File: config.mk
export PLATFORM = sky130hd
export DESIGN_NAME = pi_loop_filter
export DESIGN_NICKNAME = d
export VERILOG_FILES = /design/src/rtl/lf_pkg.sv /design/src/rtl/lf_adder_tree.sv /design/src/rtl/lf_integrator.sv /design/src/rtl/pi_loop_filter.sv
export SDC_FILE = /design/constraint.sdc
export NUM_CORES = 1
export LEC_CHECK = 0
export BUFFER_PORTS_ARGS = -buffer_cell sky130_fd_sc_hd__buf_4
export CAP_MARGIN = 20
export CORE_ASPECT_RATIO = 1.25
export CORE_MARGIN = 2
export CORE_UTILIZATION = 60
export DETAILED_ROUTE_END_ITERATION = 12
export GPL_TIMING_DRIVEN = 0
export HOLD_SLACK_MARGIN = 0.05
export PLACE_DENSITY_LB_ADDON = 0.05
export SLEW_MARGIN = 25
export SYNTH_ARGS = -nofsm -noshare
export SYNTH_HDL_FRONTEND = slang
export SYNTH_HIERARCHICAL = 1
export SYNTH_SLANG_ARGS = --single-unit
File: constraint.sdc
create_clock -name clk_i -period 5.36 [get_ports clk_i]
set_clock_uncertainty 0.1 [all_clocks]
set_input_delay 0.804 -clock clk_i [delete_from_list [all_inputs] [get_ports clk_i]]
set_output_delay 0.804 -clock clk_i [all_outputs]
set_load 0.1 [all_outputs]
File: src/rtl/lf_pkg.sv
package lf_pkg;
  localparam int SHIFT_W = 4;
  typedef logic [SHIFT_W-1:0] shift_t;
endpackage

File: src/rtl/lf_adder_tree.sv
module lf_adder_tree #(
  parameter int NUM_DET = 8,
  parameter int ERR_W   = 12,
  localparam int LVL    = $clog2(NUM_DET),
  localparam int SUM_W  = ERR_W + LVL
) (
  input  logic                     clk_i,
  input  logic                     rst_ni,
  input  logic                     vld_i,
  input  logic [NUM_DET*ERR_W-1:0] err_i,
  output logic                     vld_o,
  output logic signed [SUM_W-1:0]  sum_o
);
  // heap layout: 1 is root, NUM_DET..2*NUM_DET-1 are lanes
  logic signed [SUM_W-1:0] node_q [NUM_DET];
  logic signed [SUM_W-1:0] tree_v [2*NUM_DET];
  logic [LVL-1:0]          vld_q;

  for (genvar n = 0; n < 2*NUM_DET; n++) begin : g_map
    if (n == 0) begin : g_nil
      assign tree_v[n] = '0;
    end else if (n < NUM_DET) begin : g_int
      assign tree_v[n] = node_q[n];
    end else begin : g_leaf
      logic [ERR_W-1:0] lane;
      assign lane      = err_i[(n-NUM_DET)*ERR_W +: ERR_W];
      assign tree_v[n] = {{LVL{lane[ERR_W-1]}}, lane};
    end
  end

  always_ff @(posedge clk_i or negedge rst_ni) begin
    if (!rst_ni) begin
      for (int n = 0; n < NUM_DET; n++) node_q[n] <= '0;
    end else begin
      node_q[0] <= '0;
      for (int n = 1; n < NUM_DET; n++) node_q[n] <= tree_v[2*n] + tree_v[2*n+1];
    end
  end

  if (LVL == 1) begin : g_v1
    always_ff @(posedge clk_i or negedge rst_ni) begin
      if (!rst_ni) vld_q <= '0;
      else         vld_q <= vld_i;
    end
  end else begin : g_vn
    always_ff @(posedge clk_i or negedge rst_ni) begin
      if (!rst_ni) vld_q <= '0;
      else         vld_q <= {vld_q[LVL-2:0], vld_i};
    end
  end

  assign vld_o = vld_q[LVL-1];
  assign sum_o = node_q[1];

  initial begin
    assert_pow2_R9: assert (NUM_DET >= 2 && (1 << LVL) == NUM_DET)
      else $error("lane count must be a power of two");
  end
endmodule

File: src/rtl/lf_integrator.sv
module lf_integrator #(
  parameter int ERR_W = 12,
  parameter int INT_W = 16
) (
  input  logic                    clk_i,
  input  logic                    rst_ni,
  input  logic                    en_i,
  input  logic signed [ERR_W-1:0] inc_i,
  output logic signed [INT_W-1:0] acc_o
);
  localparam logic signed [INT_W-1:0] ACC_MAX = {1'b0, {(INT_W-1){1'b1}}};
  localparam logic signed [INT_W-1:0] ACC_MIN = {1'b1, {(INT_W-1){1'b0}}};

  logic signed [INT_W-1:0] acc_q;
  logic signed [INT_W:0]   nxt_ext;
  logic signed [INT_W-1:0] nxt_sat;

  assign nxt_ext = {acc_q[INT_W-1], acc_q} + {{(INT_W+1-ERR_W){inc_i[ERR_W-1]}}, inc_i};

  always_comb begin
    if (nxt_ext[INT_W] != nxt_ext[INT_W-1]) nxt_sat = nxt_ext[INT_W] ? ACC_MIN : ACC_MAX;
    else                                    nxt_sat = nxt_ext[INT_W-1:0];
  end

  always_ff @(posedge clk_i or negedge rst_ni) begin
    if (!rst_ni)   acc_q <= '0;
    else if (en_i) acc_q <= nxt_sat;
  end

  assign acc_o = acc_q;

  assert_hold_R4: assert property (@(posedge clk_i) disable iff (!rst_ni)
    !en_i |=> $stable(acc_q));
  assert_clamp_hi_R7: assert property (@(posedge clk_i) disable iff (!rst_ni)
    en_i && acc_q == ACC_MAX && !inc_i[ERR_W-1] |=> acc_q == ACC_MAX);
  assert_clamp_lo_R7: assert property (@(posedge clk_i) disable iff (!rst_ni)
    en_i && acc_q == ACC_MIN && inc_i[ERR_W-1] |=> acc_q == ACC_MIN);
  assert_no_wrap_up_R7: assert property (@(posedge clk_i) disable iff (!rst_ni)
    en_i && !inc_i[ERR_W-1] |=> acc_q >= $past(acc_q));
  assert_no_wrap_dn_R7: assert property (@(posedge clk_i) disable iff (!rst_ni)
    en_i && inc_i[ERR_W-1] |=> acc_q <= $past(acc_q));
endmodule

File: src/rtl/pi_loop_filter.sv
module pi_loop_filter
  import lf_pkg::*;
#(
  parameter int NUM_DET = 8,
  parameter int ERR_W   = 12,
  parameter int INT_W   = 16,
  localparam int LVL    = $clog2(NUM_DET),
  localparam int SUM_W  = ERR_W + LVL,
  localparam int W_W    = INT_W + 1
) (
  input  logic                     clk_i,
  input  logic                     rst_ni,
  input  logic                     err_valid_i,
  input  logic [NUM_DET*ERR_W-1:0] err_i,
  input  logic [SHIFT_W-1:0]       kp_shift_i,
  input  logic [SHIFT_W-1:0]       ki_shift_i,
  output logic                     ctrl_valid_o,
  output logic [W_W-1:0]           ctrl_word_o
);
  logic                    sum_vld;
  logic signed [SUM_W-1:0] sum;
  logic signed [ERR_W-1:0] avg, p_nxt, i_inc;
  logic signed [ERR_W-1:0] p_q;
  logic signed [INT_W-1:0] acc;
  logic                    v2_q, vo_q;
  logic signed [W_W-1:0]   w_q;

  lf_adder_tree #(.NUM_DET(NUM_DET), .ERR_W(ERR_W)) u_tree (
    .clk_i (clk_i),
    .rst_ni(rst_ni),
    .vld_i (err_valid_i),
    .err_i (err_i),
    .vld_o (sum_vld),
    .sum_o (sum)
  );

  // averaging is a floor divide by the lane count
  assign avg   = ERR_W'(sum >>> LVL);
  assign p_nxt = avg >>> kp_shift_i;
  assign i_inc = avg >>> ki_shift_i;

  lf_integrator #(.ERR_W(ERR_W), .INT_W(INT_W)) u_int (
    .clk_i (clk_i),
    .rst_ni(rst_ni),
    .en_i  (sum_vld),
    .inc_i (i_inc),
    .acc_o (acc)
  );

  always_ff @(posedge clk_i or negedge rst_ni) begin
    if (!rst_ni) begin
      p_q  <= '0;
      v2_q <= 1'b0;
      w_q  <= '0;
      vo_q <= 1'b0;
    end else begin
      p_q  <= sum_vld ? p_nxt : '0;
      v2_q <= sum_vld;
      w_q  <= W_W'(p_q) + W_W'(acc);
      vo_q <= v2_q;
    end
  end

  assign ctrl_word_o  = w_q;
  assign ctrl_valid_o = vo_q;

  assert_idle_word_R5: assert property (@(posedge clk_i) disable iff (!rst_ni)
    !v2_q |=> $signed(ctrl_word_o) == $signed($past(acc)));
  assert_valid_follow_R6: assert property (@(posedge clk_i) disable iff (!rst_ni)
    sum_vld |=> ##1 ctrl_valid_o);
endmodule

Word-level counts from Yosys, hierarchy flattened:

Cells that the tools add are included.

* bits in registers: 155
* input port bits: 107

* add/sub/neg operators: 9
* equality and inequality tests: 1
* shift-type cells: 2
* mux-type cells: 3

Operator list (count)
* 12-bit by 12-bit adder with 13-bit output: 4
* 15-bit adder: 3
* 16-bit 2-to-1 mux: 2
* 12-bit by 4-bit >>> shifter with 12-bit output: 2
* 12-bit by 16-bit adder with 17-bit output: 1
* 16-bit by 12-bit adder with 17-bit output: 1
* 12-bit 2-to-1 mux: 1
* 1-bit != test: 1

Depth between registers and ports, before layout:

Gate-level depths: netlist (run 1).

* word-level depth: 4
* depth in mapped cells: 16
* depth with buffers taken out: 14

Hierarchy:

Netlist (run 1), hierarchy kept.

By module, submodules not included
* lf_adder_tree: instances 1, cells each 634, area each 6506.2 µm², seq. area each 2477.4 µm²
* pi_loop_filter: instances 1, cells each 262, area each 2591.2 µm², seq. area each 775.7 µm²
* lf_integrator: instances 1, cells each 165, area each 1497.7 µm², seq. area each 400.4 µm²

Least setup slack after synthesis (run 1):

OpenSTA, ideal clock, no wires.

* path kind: input port to flip-flop
* start: input port ki_shift_i[0]
* end: register u_int.acc_q[13], in the netlist u_int/acc_o[13]
* setup time: 143 ps
* arrival time: 3540 ps
* data required time: 5117 ps
* path slack: 1577 ps
* stages on the path: 14
* buffers on the path: 1
* cells stage by stage: buf_2 > mux2_2 > o21ai_0 > a21oi_1 > nor2_1 > a21oi_1 > ha_1 > a211oi_2 > o211ai_2 > a2111o_1 > a31o_2 > a21boi_2 > xor2_1 > o221ai_1

* cells in the longest elaborated chain, start to end: 4
* elaborated cells on any way between the ends: 5
* those cells by class: 1 x add/sub; 1 x eq/ne; 1 x shift; 2 x mux

Ends and longest elaborated chain
* start: declaration: line pi_loop_filter.sv:16 `input logic [SHIFT_W-1:0] ki_shift_i,`
* 12-bit by 4-bit >>> shifter with 12-bit output (*): line pi_loop_filter.sv:40 `assign i_inc = avg >>> ki_shift_i;`
* net i_inc[1]: line pi_loop_filter.sv:22 `logic signed [ERR_W-1:0] avg, p_nxt, i_inc;`
* 16-bit by 12-bit adder with 17-bit output (*): line lf_integrator.sv:18 `assign nxt_ext = {acc_q[INT_W-1], acc_q} + {{(INT_W+1-ERR_W){inc_i[ERR_W-1]}}, inc_i};`
* 16-bit 2-to-1 mux or 1-bit != test (tied branches): line lf_integrator.sv:21 `if (nxt_ext[INT_W] != nxt_ext[INT_W-1]) nxt_sat = nxt_ext[INT_W] ? ACC_MIN : ACC_MAX;`
* 16-bit 2-to-1 mux (*): line lf_integrator.sv:21
* end signal: assignment: line lf_integrator.sv:27 `else if (en_i) acc_q <= nxt_sat;`
* end: declaration: line lf_integrator.sv:14 `logic signed [INT_W-1:0] acc_q;`

The timed path passes the listed nets; every way through them passes the cells marked *.
A chain may end at the register's enable or synchronous reset.

Final worst setup path (run 1):

* start: input port ki_shift_i[1]
* end: register u_int.acc_q[13], in the netlist u_int/acc_o[13]

The elaborated chain is that of the path after synthesis.

==> run_results.csv, run 1 <==
group,metric,value,unit
sta,tightest_slew,0.514,ns
clock_network,cts_max_path_buffers,2,
sta,final-setup-viol-count,0,
clock_network,cts_sinks,143,
cells_and_area,layout-drive-gt1-share,18.8,%
clock_network,htreeDepth,4,
route,wirelength,22.5,mm
cells_and_area,nets,1432,
setup_path,critPathRequiredTime,5.59,ns
global_routing,grt_max_degree,88,
cells_and_area,antenna_cells,0,
power_and_ir_drop,p_sw_share,45.3,%
placed_design,pre_cts_ws,1.02,ns
sta,slew_violations,0,
power_and_ir_drop,powerDensity,623,mW/mm^2
setup_path,critical_path_class,"input pin to register",
clock_network,tritoncts,"built",
setup_path,end_kind,"register",
power_and_ir_drop,vdd_ir_drop_max,0.346,mV
global_routing,gr-total-overflow,0,
setup_path,crit_buf_inv,3,
run_status,status,"complete, no violations",
die,io_pins,125,
setup_path,cp_slowest_stage_delay,0.40,ns
die,core,0.0173,mm^2
global_routing,grt_pass1_vias,8535,
clock_network,cts_buffers,17,
power_and_ir_drop,pwr-share-comb,62.1,%
placed_design,dp_cells,1401,
clock_network,clkLatencyLatePin,0.42,ns
cells_and_area,multiInputGateArea,0.00661,mm^2
global_routing,track_usage,25.3,%
power_and_ir_drop,clockPowerShare,15.8,%
setup_path,crit_family,"compound AO/OA/AOI/OAI gates",
setup_path,crit_arrival,4.23,ns
placed_design,hpwl,17.4,mm
placed_design,io_buffers,122,
power_and_ir_drop,internal_power,4200,uW
route,via_per_inst,5.94,
clock_network,cts_root_buffer,"clkbuf_16",
route,drcViolationCount,0,
route,firstDrtPassIters,5,
clock_network,ctsHoldBuffers,0,
power_and_ir_drop,power.switching,3480,uW
cells_and_area,areaGrowthSynthToFinish,17.6,%
sta,finalCritPeriodShare,74.6,%
sta,fmax,250,MHz
global_routing,antenna_found_initial,0,
route,drtIter0Drc,398,
synthesis,yosysWarnings,6,
die,start_util,60.6,%
sta,layout_setup_ws,1.36,ns
die,die_width,122,um
sta,min_period,4.00,ns
flow_run,maxCapViolCount,0,
clock_network,clk_pin_slew,0.06,ns
die,fp.dieArea,0.0186,mm^2
route,wl_per_cell,15.7,um
synthesis,syn_area,0.0105,mm^2
setup_path,cp_slowest_cell,"fa_1",
route,vias,8501,
synthesis,syn_inst,1054,
synthesis,synth_nets,1290,
synthesis,avgSynthCellArea,9.95,um^2
worst_hold_path,min_path_type,"input pin to async pin",
power_and_ir_drop,seqPwrFrac,22.1,%
sta,rsz0062_at_grt,"false",
setup_path,crit_fanout,10,
sta,holdWs,0.199,ns
sta,fin_tns_setup,0,ns
sta,relSlewSlack,65.7,%
setup_path,crit_chain,"buf_4 -> buf_1 -> o21ai_0 -> a21oi_1 -> mux4_2 -> ha_1 -> inv_1 -> fa_1 -> nor2b_1 -> o31ai_2 -> a31oi_4 -> a21oi_4 -> mux2i_4 -> nand2_2 -> o221ai_1",
cells_and_area,ff_latch_area,0.00358,mm^2
global_routing,grt_first_pass_wirelength,38.2,mm
power_and_ir_drop,p_leak,0.00569,uW
placed_design,gp_congestion,0.913,
clock_network,post_cts_buffers,0,
cells_and_area,fillers,1398,
die,dieHeight,152,um
clock_network,cts_resized,0,
route,ant_nets,0,
setup_path,critPathLaunchType,"input pin",
cells_and_area,final_cell_count_no_fill,1432,
die,rows,54,
sta,final-hold-violation-count,0,
## area by class of cell
cell class | count | area share, %
buffer | 28 | 1.35
clock buffer | 19 | 3.67
clock inverter | 12 | 1.28
inverter | 35 | 1.07
multi-input combinational | 848 | 53.6
sequential | 143 | 29.0
tap | 224 | 2.27
timing repair buffer | 123 | 7.71
## power by group through the flow
stage | registers (uW) | logic [uW] | clock network [uW]
after floorplan | 2120 | 3330 | 0
after global placement | 1700 | 4610 | 0
after detailed placement | 1710 | 4700 | 0
after CTS | 1700 | 4750 | 1240
after global routing | 1730 | 5240 | 1300
final | 1700 | 4770 | 1220
## registers in the layout, summed over array words and instances (netlist names)
name	flops
ctrl_valid_o	1
ctrl_word_o	17
p_q	12
u_int/acc_o	16
u_tree/node_q	81
u_tree/sum_o	12
u_tree/vld_q	3
v2_q	1
## metal layers
layer	vias up	part of all wire [%]	GRT usage [%]
li1	4204	-	-
met1	4031	39	27.5
met2	214	55	47.9
met3	52	3.3	3.57
met4	0	3.2	10.3
met5	-	0	0
## through the flow
step           util [%]  area (um^2)  power (uW)
3_5_place_dp       67.8        11700        6410
2_1_floorplan         -        10500        5450
6_report           71.3        12300        7680
3_3_place_gp       67.6        11700        6320
4_1_cts            71.3        12300        7680
5_1_grt            71.3        12300        8270
## cells in the final DEF (no fill, tap or decap), types with 31 or more instances in the layout
cell type,count
dfrtp_1,143
xor2_1,32
buf_4,133
a21o_1,31
nand2_1,50
nor2_1,91
a21oi_1,101
inv_1,35
xnor2_1,52
o21ai_0,47
ha_1,120
## path summary, 6_finish.rpt
check | start | slack [ns] | cells after the start | to
setup / recovery | ki_shift_i[1] | 1.36 | 15 | u_int/acc_o[13]
hold / removal | rst_ni | 0.20 | 1 | p_q[1]
setup reg to reg | u_tree/sum_o[14] | 1.61 | 14 | u_int/acc_o[13]
hold reg to reg | u_tree/vld_q[0] | 0.25 | 0 | u_tree/vld_q[1]
max in group asynchronous | rst_ni | 4.21 | 2 | u_tree/node_q[25]
min in group clk_i | u_tree/vld_q[0] | 0.25 | 0 | u_tree/vld_q[1]
Power figures use the tool's default switching activity.
==> run 2, diff against run 1 <==
==> constraint.sdc (replaced) <==
create_clock -name clk_i -period 3.71 [get_ports clk_i]
set_clock_uncertainty 0.1 [all_clocks]
set_input_delay 0.5565 -clock clk_i [delete_from_list [all_inputs] [get_ports clk_i]]
set_output_delay 0.5565 -clock clk_i [all_outputs]
set_load 0.1 [all_outputs]
==> run 2 against run 1 <==
Compared with the run above:
- die area unchanged
- global-route usage unchanged
- critical path type is now register to register
- cell count increased by 0.21%
- total power increased by 46%
==> run_results.csv, run 2 (synthesis gave the netlist of run 1 again) <==
group,metric,value,unit
clock_network,cts_root_buffer,"clkbuf_16",
power_and_ir_drop,vdd_ir_drop_max,0.506,mV
placed_design,gp_congestion,0.913,
setup_path,r2r_end,"u_int/acc_o[10]",
clock_network,htreeDepth,4,
setup_path,critPathRequiredTime,3.88,ns
setup_path,critPathLaunchType,"register",
clock_network,cts_max_path_buffers,2,
setup_path,startpoint,"u_tree/sum_o[9]",
cells_and_area,largest_reg_flops,81,
die,fp.dieArea,0.0186,mm^2
power_and_ir_drop,p_leak,0.00572,uW
global_routing,gr-total-overflow,0,
sta,finalCritPeriodShare,95.4,%
route,drtIter0Drc,372,
die,io_pins,125,
cells_and_area,layout-drive-gt1-share,19.2,%
route,vias,8528,
power_and_ir_drop,powerDensity,903,mW/mm^2
cells_and_area,layout_commonest_cell,"dfrtp_1",
clock_network,clk_pin_slew,0.07,ns
cells_and_area,antenna_cells,0,
sta,holdWs,0.138,ns
cells_and_area,stdcell_area,0.0124,mm^2
cells_and_area,final_util,71.6,%
setup_path,crit_fanout,8,
placed_design,hpwl,17.4,mm
cells_and_area,layout_common_cells,"dfrtp_1, buf_4, ha_1",
setup_path,reg2regPathDepth,13,
die,start_util,60.6,%
sta,min_period,3.54,ns
clock_network,tritoncts,"built",
worst_hold_path,min_path_type,"input pin to register",
setup_path,end_kind,"register",
route,firstDrtPassIters,5,
global_routing,grt_first_pass_wirelength,38.2,mm
cells_and_area,areaGrowthSynthToFinish,18.1,%
setup_path,crit_path_end,"u_int/acc_o[10]",
die,die_width,122,um
setup_path,r2r_start,"u_tree/sum_o[9]",
sta,slew_violations,0,
clock_network,cts_buffers,17,
sta,rsz0062_at_grt,"false",
clock_network,cts_sinks,143,
sta,final-setup-viol-count,0,
sta,relSlewSlack,66.4,%
route,ant_nets,0,
sta,tightest_slew,0.503,ns
setup_path,crit_arrival,3.71,ns
global_routing,grt_max_degree,88,
clock_network,clkLatencyLatePin,0.42,ns
setup_path,rrSetupSlack,0.17,ns
route,drcViolationCount,0,
die,rows,54,
cells_and_area,top_register,"u_tree/node_q",
sta,fin_tns_setup,0,ns
route,via_per_inst,5.94,
sta,final-hold-violation-count,0,
placed_design,placed_cell_area,0.0117,mm^2
flow_run,maxCapViolCount,0,
cells_and_area,fillers,1386,
setup_path,critical_path_class,"register to register",
die,dieHeight,152,um
sta,fmax,282,MHz
global_routing,grt_pass1_vias,8535,
global_routing,antenna_found_initial,0,
run_status,status,"complete, no violations",
placed_design,io_buffers,122,
die,core,0.0173,mm^2
global_routing,track_usage,25.3,%
cells_and_area,nets,1435,
route,wl_per_cell,15.7,um
route,wirelength,22.5,mm
## run 2: where the power goes
group          internal (uW)  switching, uW  total (uW)
registers               2160            285        2450
logic                   2880           4100        6980
clock network           1090            668        1760
total                   6140           5050       11200
## run 2: worst min path at each step
stage,startpoint,endpoint,slack (ns),cells after the start
global route,err_valid_i,u_tree/vld_q[0],0.13,1
detailed placement,u_tree/vld_q[0],u_tree/vld_q[1],0.23,0
floorplan,rst_ni,ctrl_valid_o,0.16,0
global placement,u_tree/vld_q[0],u_tree/vld_q[1],0.23,0
finish,err_valid_i,u_tree/vld_q[0],0.14,1
CTS,err_valid_i,u_tree/vld_q[0],0.13,1
## run 2: worst max-delay path, stage by stage, from the launching register on
cell and delay, ns:
dfrtp_1 0.37, buf_4 0.16, mux4_2 0.47, mux4_2 0.47, ha_1 0.25, inv_1 0.09, fa_1 0.22, nor2b_2 0.07
o31ai_4 0.29, a31oi_4 0.18, a21oi_4 0.27, mux2i_4 0.14, nand2_2 0.17, o221ai_1 0.14
## run 2: layer usage
layer / vias to the layer above / routed length, um / track usage, %
met5: - / 0 / 0
met4: 0 / 777 / 10.3
met3: 58 / 775 / 3.57
met2: 225 / 12300 / 47.9
met1: 4029 / 8670 / 27.5
li1: 4216 / - / -
## run 2: per-stage QoR
step	total power [uW]	cells	worst slack (ns)
global placement	9130	1400	-0.408
global route	12000	1435	0.0219
floorplan	7870	1054	0.174
detailed placement	9260	1401	-0.386
finish	11200	1435	0.169
CTS	11100	1433	0.00736
## run 2: what timing repair did
item	4_1_cts	5_1_grt
buffers inserted	0	2
resized for setup	0	8
hold buffers	1	0
hold endpoints to repair	56	0
setup endpoints to repair	0	15
## run 2: layout make-up
cell class                      count  area, um^2  area share [%]
Multi-Input combinational cell    848        6630            53.5
Timing Repair Buffer              126         988            7.98
Buffer                             28         171            1.38
Clock buffer                       19         453            3.66
Tap cell                          224         280            2.26
Clock inverter                     12         158            1.27
Inverter                           35         131            1.06
Sequential cell                   143        3580            28.9
